`config.mk`:
```
export PLATFORM = sky130hd
export DESIGN_NAME = uart_irq_ctrl
export DESIGN_NICKNAME = d
export VERILOG_FILES = /design/src/rtl/uart_irq_pkg.sv /design/src/rtl/uart_irq_ctl.sv /design/src/rtl/uart_irq_dp.sv /design/src/rtl/uart_irq_ctrl.sv
export SDC_FILE = /design/constraint.sdc
export NUM_CORES = 1
export LEC_CHECK = 0
export BUFFER_PORTS_ARGS = -buffer_cell sky130_fd_sc_hd__buf_2
export CORE_ASPECT_RATIO = 1.4
export CORE_MARGIN = 10
export CORE_UTILIZATION = 47
export CTS_CLUSTER_SIZE = 30
export DETAILED_ROUTE_END_ITERATION = 10
export PLACE_DENSITY_LB_ADDON = 0.25
export SKIP_LAST_GASP = 1
export SLEW_MARGIN = 20
export SYNTH_ARGS = -nofsm -noshare
export SYNTH_HDL_FRONTEND = slang
export SYNTH_SLANG_ARGS = --single-unit
```
`constraint.sdc`:
```
create_clock -name clk -period 1.8 [get_ports clk]
set_input_delay 0.36 -clock clk [delete_from_list [all_inputs] [get_ports clk]]
set_output_delay 0.36 -clock clk [all_outputs]
set_load 0.02 [all_outputs]
```
`src/rtl/uart_irq_pkg.sv`:
```
package uart_irq_pkg;
  localparam int NUM_SRC = 11;
  localparam int NUM_OUT = 6;

  localparam int SRC_RING    = 0;
  localparam int SRC_CTS     = 1;
  localparam int SRC_CARRIER = 2;
  localparam int SRC_DSRDY   = 3;
  localparam int SRC_RX      = 4;
  localparam int SRC_TX      = 5;
  localparam int SRC_TMO     = 6;
  localparam int SRC_FRAME   = 7;
  localparam int SRC_PARITY  = 8;
  localparam int SRC_BREAK   = 9;
  localparam int SRC_OVRUN   = 10;

  localparam int OUT_ALL   = 0;
  localparam int OUT_RX    = 1;
  localparam int OUT_TX    = 2;
  localparam int OUT_TMO   = 3;
  localparam int OUT_MODEM = 4;
  localparam int OUT_ERR   = 5;

  typedef logic [NUM_SRC-1:0] srcVec_t;
  typedef logic [NUM_OUT-1:0] irqVec_t;

  typedef struct packed {
    logic maskLoad;
    logic clrApply;
    logic txSet;
    logic rdRaw;
    logic rdMasked;
  } ctlStrobe_t;

  function automatic srcVec_t bitOf(int idx);
    srcVec_t v;
    v = '0;
    v[idx] = 1'b1;
    return v;
  endfunction

  function automatic srcVec_t grpMask(int outIdx);
    srcVec_t m;
    case (outIdx)
      OUT_ALL:   m = '1;
      OUT_RX:    m = bitOf(SRC_RX);
      OUT_TX:    m = bitOf(SRC_TX);
      OUT_TMO:   m = bitOf(SRC_TMO);
      OUT_MODEM: m = bitOf(SRC_RING) | bitOf(SRC_CTS) | bitOf(SRC_CARRIER) | bitOf(SRC_DSRDY);
      OUT_ERR:   m = bitOf(SRC_FRAME) | bitOf(SRC_PARITY) | bitOf(SRC_BREAK) | bitOf(SRC_OVRUN);
      default:   m = '0;
    endcase
    return m;
  endfunction
endpackage

```
`src/rtl/uart_irq_ctl.sv`:
```
module uart_irq_ctl
  import uart_irq_pkg::*;
(
  input  logic       maskWrEn,
  input  logic       clrWrEn,
  input  logic       txCharWr,
  input  logic       rdRawSel,
  input  logic       rdMaskSel,
  output ctlStrobe_t strobe
);
  always_comb begin
    strobe.maskLoad = maskWrEn;
    strobe.clrApply = clrWrEn;
    strobe.txSet    = txCharWr;
    // raw view has priority over the masked view
    strobe.rdRaw    = rdRawSel;
    strobe.rdMasked = rdMaskSel & ~rdRawSel;
  end
endmodule

```
`src/rtl/uart_irq_dp.sv`:
```
module uart_irq_dp
  import uart_irq_pkg::*;
(
  input  logic       clk,
  input  logic       rstN,
  input  ctlStrobe_t strobe,
  input  srcVec_t    srcSet,
  input  srcVec_t    wrData,
  output srcVec_t    rdData,
  output irqVec_t    irqOut,
  output srcVec_t    rawStat,
  output srcVec_t    maskStat
);
  srcVec_t rawQ, maskQ, rawNext, setVec, clrVec, enabled;
  irqVec_t irqQ;

  always_comb begin
    setVec  = srcSet | (strobe.txSet ? bitOf(SRC_TX) : '0);
    clrVec  = strobe.clrApply ? wrData : '0;
    // set beats clear on the same bit
    rawNext = (rawQ & ~clrVec) | setVec;
    enabled = rawQ & maskQ;
  end

  always_ff @(posedge clk or negedge rstN) begin
    if (!rstN) begin
      rawQ  <= '0;
      maskQ <= '0;
    end else begin
      rawQ <= rawNext;
      if (strobe.maskLoad) maskQ <= wrData;
    end
  end

  for (genvar g = 0; g < NUM_OUT; g++) begin : gen_line
    localparam srcVec_t LINE_MASK = grpMask(g);
    always_ff @(posedge clk or negedge rstN) begin
      if (!rstN) irqQ[g] <= 1'b0;
      else       irqQ[g] <= |(enabled & LINE_MASK);
    end
  end

  always_comb begin
    if (strobe.rdRaw)         rdData = rawQ;
    else if (strobe.rdMasked) rdData = enabled;
    else                      rdData = '0;
  end

  assign irqOut   = irqQ;
  assign rawStat  = rawQ;
  assign maskStat = maskQ;
endmodule

```
`src/rtl/uart_irq_ctrl.sv`:
```
module uart_irq_ctrl
  import uart_irq_pkg::*;
(
  input  logic               clk,
  input  logic               rstN,
  input  logic [NUM_SRC-1:0] srcSet,
  input  logic               txCharWr,
  input  logic               maskWrEn,
  input  logic               clrWrEn,
  input  logic [NUM_SRC-1:0] wrData,
  input  logic               rdRawSel,
  input  logic               rdMaskSel,
  output logic [NUM_SRC-1:0] rdData,
  output logic [NUM_OUT-1:0] irqOut
);
  ctlStrobe_t strobe;
  srcVec_t    rawView, maskView;

  uart_irq_ctl ctl_i (
    .maskWrEn (maskWrEn),
    .clrWrEn  (clrWrEn),
    .txCharWr (txCharWr),
    .rdRawSel (rdRawSel),
    .rdMaskSel(rdMaskSel),
    .strobe   (strobe)
  );

  uart_irq_dp dp_i (
    .clk     (clk),
    .rstN    (rstN),
    .strobe  (strobe),
    .srcSet  (srcSet),
    .wrData  (wrData),
    .rdData  (rdData),
    .irqOut  (irqOut),
    .rawStat (rawView),
    .maskStat(maskView)
  );
endmodule

```
* Word level (Yosys, flattened, before mapping)
Cells that the tools add are included.
Word-level totals: flip-flop bits (word level) 28, bits of input ports 29
Cells by class: mux-type cells 4, bitwise gates (word level) 7, reductions and logical operators 3
Operator list (count):
- $mux W11 | 3
- $and A11 B11 Y11 | 2
- $or A11 B11 Y11 | 2
- $not A11 Y11 | 1
- $reduce_or A11 Y1 | 1
- $reduce_or A4 Y1 | 2
- $mux W6 | 1
- $and A1 B1 Y1 | 1
- $not A1 Y1 | 1

* Logic depth before layout (Yosys ltp)
depth after elaboration 4, mapped depth 3, mapped depth without buffers 3

* Modules after synthesis
From an unflattened synthesis, not the netlist that was laid out.
Unflattened totals: cell total of the unflattened synthesis 103, area, all modules 1207.4 um^2
By module, submodules not included:
- uart_irq_dp | times used 1, cells an instance 98, area an instance 1163.6 um^2
- uart_irq_ctl | times used 1, cells an instance 5, area an instance 43.8 um^2

* Worst setup path after synthesis
OpenSTA, ideal clock, no wires.
path kind input-to-output, from input rdMaskSel, to output rdData[5], data arrival time 1.037 ns, required time 1.440 ns, path slack 0.403 ns, stages 3, path buffers 1, path through clkbuf_1 > a21oi_1 > nor2b_1
Between the ends: word-level cells in the longest chain between the ends 3
RTL lines:
- start, declared | line uart_irq_ctrl.sv:12 | input logic rdMaskSel,
- $and A1 B1 Y1 | line uart_irq_ctl.sv:17 | strobe.rdMasked = rdMaskSel & ~rdRawSel;
- $mux W11 | line uart_irq_dp.sv:45 | else if (strobe.rdMasked) rdData = enabled;
- $mux W11 | line uart_irq_dp.sv:44 | if (strobe.rdRaw) rdData = rawQ;
- end, declared | line uart_irq_ctrl.sv:13 | output logic [NUM_SRC-1:0] rdData,
Every way passes these cells.

* Final worst setup path
from register dp_i.maskQ[8], in the netlist dp_i.maskStat[8], to output rdData[8]
Between the ends: word-level cells in the longest chain between the ends 3
RTL lines:
- start, declared | line uart_irq_dp.sv:14 | srcVec_t rawQ, maskQ, rawNext, setVec, clrVec, enabled;
- start signal, assigned | line uart_irq_dp.sv:31 | if (strobe.maskLoad) maskQ <= wrData;
- $and A11 B11 Y11 | line uart_irq_dp.sv:22 | enabled = rawQ & maskQ;
- $mux W11 | line uart_irq_dp.sv:45
- $mux W11 | line uart_irq_dp.sv:44
Every way passes these cells.

==> impl.org <==
** Worst setup path
- The signal on the critical path passes through a21oi_1 > nor2b_1 > buf_2.
- Counting both buffers and inverters, the worst setup path holds a total of 1.
- Kind of cell adding the most delay to the critical path :: flip-flops
- Arrival time at the worst endpoint :: 1.12 ns
- Along the worst path, the maximum fanout reaches 3.
- The setup path with the least slack is of type register to output port.
- CP required :: 1.44 ns
- STA classifies the critical path startpoint as a register.
- Max stage delay on crit path :: 0.42 ns
- STA classifies the critical path endpoint as an output port.
- The largest individual stage delay along the critical path comes from the cell sky130_fd_sc_hd__dfrtp_1.
- Flop2flop setup slack :: 0.44 ns

** Drt
- Summing over every cut layer, the via total after detailed routing is 885.
- The count of nets left with antenna violations once routing finished came out at 0.
- After detailed routing, the number of vias per cell comes to 5.028.
- After detailed routing, the number of remaining DRC violations is 0.
- Routed wire length :: 2651 um
- Wire length per cell after detailed routing :: 15.06 um
- For this block, the initial DRC count from the detailed router was 23.
- Count of TritonRoute iterations in the first routing pass :: 4

** Pwr
- The analysis attributes to cell leakage a power of 0.6676 nW.
- Power per cell area :: 833.7 mW/mm^2
- IR analysis of the VDD net gives a maximum drop of 0.0005286 V.

** Final layout
- Fin area :: 0.001436 mm^2
- Share of cells above drive strength 1 :: 42.25%
- Final nets :: 173
- FILL cells :: 219
- Final Util :: 60.07%
- Number of antenna cells inserted :: 0
- Area delta synth->final :: 23.57%

** Synthesis
- Synthesis inferred 28 register bits.
- Synthesized netlist net count :: 127
- Synthesized area per cell :: 11.86 um^2
- The synthesized netlist occupies a cell area of 0.001162 mm^2.
- Fraction of the yosys area taken by sequential cells :: 60.28%
- Synthesis produced 98 cells.
- Counting distinct cell types in the post-synthesis netlist gives 14.
- Count of synthesis-stage warnings from yosys :: 0

** Outcome
- Result of the run :: completed

** Die
- Die Span Y :: 78.84 um
- The floorplan has 21 rows.
- Total Die Area :: 0.004890 mm^2
- DIE WIDTH :: 62.03 um
- After floorplanning, the core was sized to cover 0.002391 mm^2.
- Number of top-level design ports :: 46
- Starting utilization of the core area :: 48.61%

** Global route
- For this run, the total global-route usage over all layers was measured as 11.72%.
- Global route overflow :: 0
- Entering global routing, the biggest net connects 29 pins.
- The initial antenna violation count was 0.
- The number of global-route vias before repair is 994.
- First-pass GRT wire length :: 4450 um

** CTS
- Bufs on Longest Clock Path :: 2
- Clock tree synthesis selected as its root buffer the cell sky130_fd_sc_hd__clkbuf_4.
- Count of H-tree levels built during CTS :: 1
- Buffers added to address setup during post-CTS repair amount to 0.
- Clk sinks :: 28
- Number of CTS-inserted buffers :: 3
- Hold buffer count at CTS :: 0
- CTS tree :: done
- CTS-repair resized insts :: 0
- Clock-pin slew on the worst setup and hold paths :: 0.13 ns
- Clk_lat worst skew :: 0.32 ns

** Timing
- Static timing analysis puts the maximum clock frequency at 677.7 MHz.
- Maximum clock skew at final layout :: 0.001414 ns
- Setup tns final :: 0 ns
- At the pin with the least slew margin, the transition time is 0.5808 ns.
- Slew Viols, Final :: 0
- Setup-failing EPs final :: 0
- In the post-route analysis, the smallest setup slack over all paths is 0.3244 ns.
- Setup repair after global routing left no endpoint under its margin.
- The routed design could run at a clock period as short as 1.476 ns.
- Tcrit/Tclk final :: 81.98%
- The worst pin sits at a relative slew slack of 61.28%.
- The count of final hold-check violations is 0.

** Place
- Routability-driven placement finished with a final weighted congestion of 0.7314.
- In this run the cell area measured after placement is 0.001414 mm^2.
- Half-perimeter wire length of the detailed placement result :: 2122 um
- OpenSTA, run right after detailed placement, puts the worst setup slack at 0.4311 ns.
- IO buf count :: 45

** Hold path
- Worst hold path class :: primary input to async pin

** Flow run
- Max Cap Violations :: 0
==> stage by stage <==
stage          total power [mW]  cells  hold WS (ns)
2_1_floorplan            0.8664     98       0.06441
3_3_place_gp             0.9658    173        0.3963
3_5_place_dp             0.9748    173        0.3960
4_1_cts                   1.213    176       0.03723
5_1_grt                   1.282    176       0.03859
6_report                  1.198    176       0.01998
==> synth_stat cells (all sizes together) <==
master,number,share of area [%]
dfrtp,28,60
nand2,13,4.2
a21oi,11,4.7
mux2,11,11
nor2b,11,5.9
a21o,10,6.5
a22oi,4,2.6
and2,3,1.8
clkbuf,3,0.97
a211o,1,0.75
buf,1,0.43
or2,1,0.54
or4,1,0.65
==> cell families after synthesis <==
group | Yosys count | synth area share, %
muxes | 11 | 10.66
buffers and inverters | 4 | 1.399
and+or+nand+nor | 29 | 13.13
DFF | 28 | 60.28
AOI/OAI and AO/OA | 26 | 14.53
==> layer usage <==
metal	track usage (%)	wire, um	vias to the layer above
li1	-	-	425
met1	13.33	1018	427
met2	19.96	1418	29
met3	2.866	180	4
met4	4.709	34	0
met5	0	0	-
==> final cells by class <==
type                       count  area (um^2)  area share [%]
timing repair buffer          45        225.2           15.68
clock buffer                   3        22.52           1.568
sequential                    28        700.7           48.78
multi-input combinational     66        445.4           31.01
tap                           34        42.54           2.962
==> state kept, by name, indices dropped and copies added (netlist names) <==
signal         cells
dp_i.rawStat      11
dp_i.irqOut        6
dp_i.maskStat     11
==> report_power, final <==
part           switching (mW)  leakage, nW  internal (mW)  total [mW]
Sequential             0.0322        0.302          0.681       0.713
Clock                   0.163       0.0138         0.0784       0.241
Combinational           0.134        0.351          0.109       0.243
Total                   0.329        0.668          0.868        1.20
==> layout by cell type (no fill, tap or decap) <==
master,count
sky130_fd_sc_hd__and2_1,2
sky130_fd_sc_hd__nor2b_1,11
sky130_fd_sc_hd__a211o_1,1
sky130_fd_sc_hd__nand2_1,13
sky130_fd_sc_hd__a21o_1,10
sky130_fd_sc_hd__buf_2,45
sky130_fd_sc_hd__or4_1,1
sky130_fd_sc_hd__a21oi_1,11
sky130_fd_sc_hd__dfrtp_1,28
sky130_fd_sc_hd__and2_4,1
sky130_fd_sc_hd__a22oi_1,4
sky130_fd_sc_hd__or2_1,1
sky130_fd_sc_hd__mux2_2,11
sky130_fd_sc_hd__clkbuf_4,3
==> final timing paths <==
check                                          endpoint  cells after the start                         start
setup / recovery                              rdData[8]                      3  dp_i.maskStat[8]$_DFFE_PN0P_
hold / removal                dp_i.rawStat[7]$_DFF_PN0_                      1                          rstN
setup reg to reg               dp_i.irqOut[0]$_DFF_PN0_                      3  dp_i.maskStat[6]$_DFFE_PN0P_
hold reg to reg              dp_i.rawStat[10]$_DFF_PN0_                      1    dp_i.rawStat[10]$_DFF_PN0_
max in group asynchronous  dp_i.maskStat[2]$_DFFE_PN0P_                      1                          rstN
min in group clk              dp_i.rawStat[9]$_DFF_PN0_                      2                     srcSet[9]
Note: power is estimated with default switching activity, not from simulation.
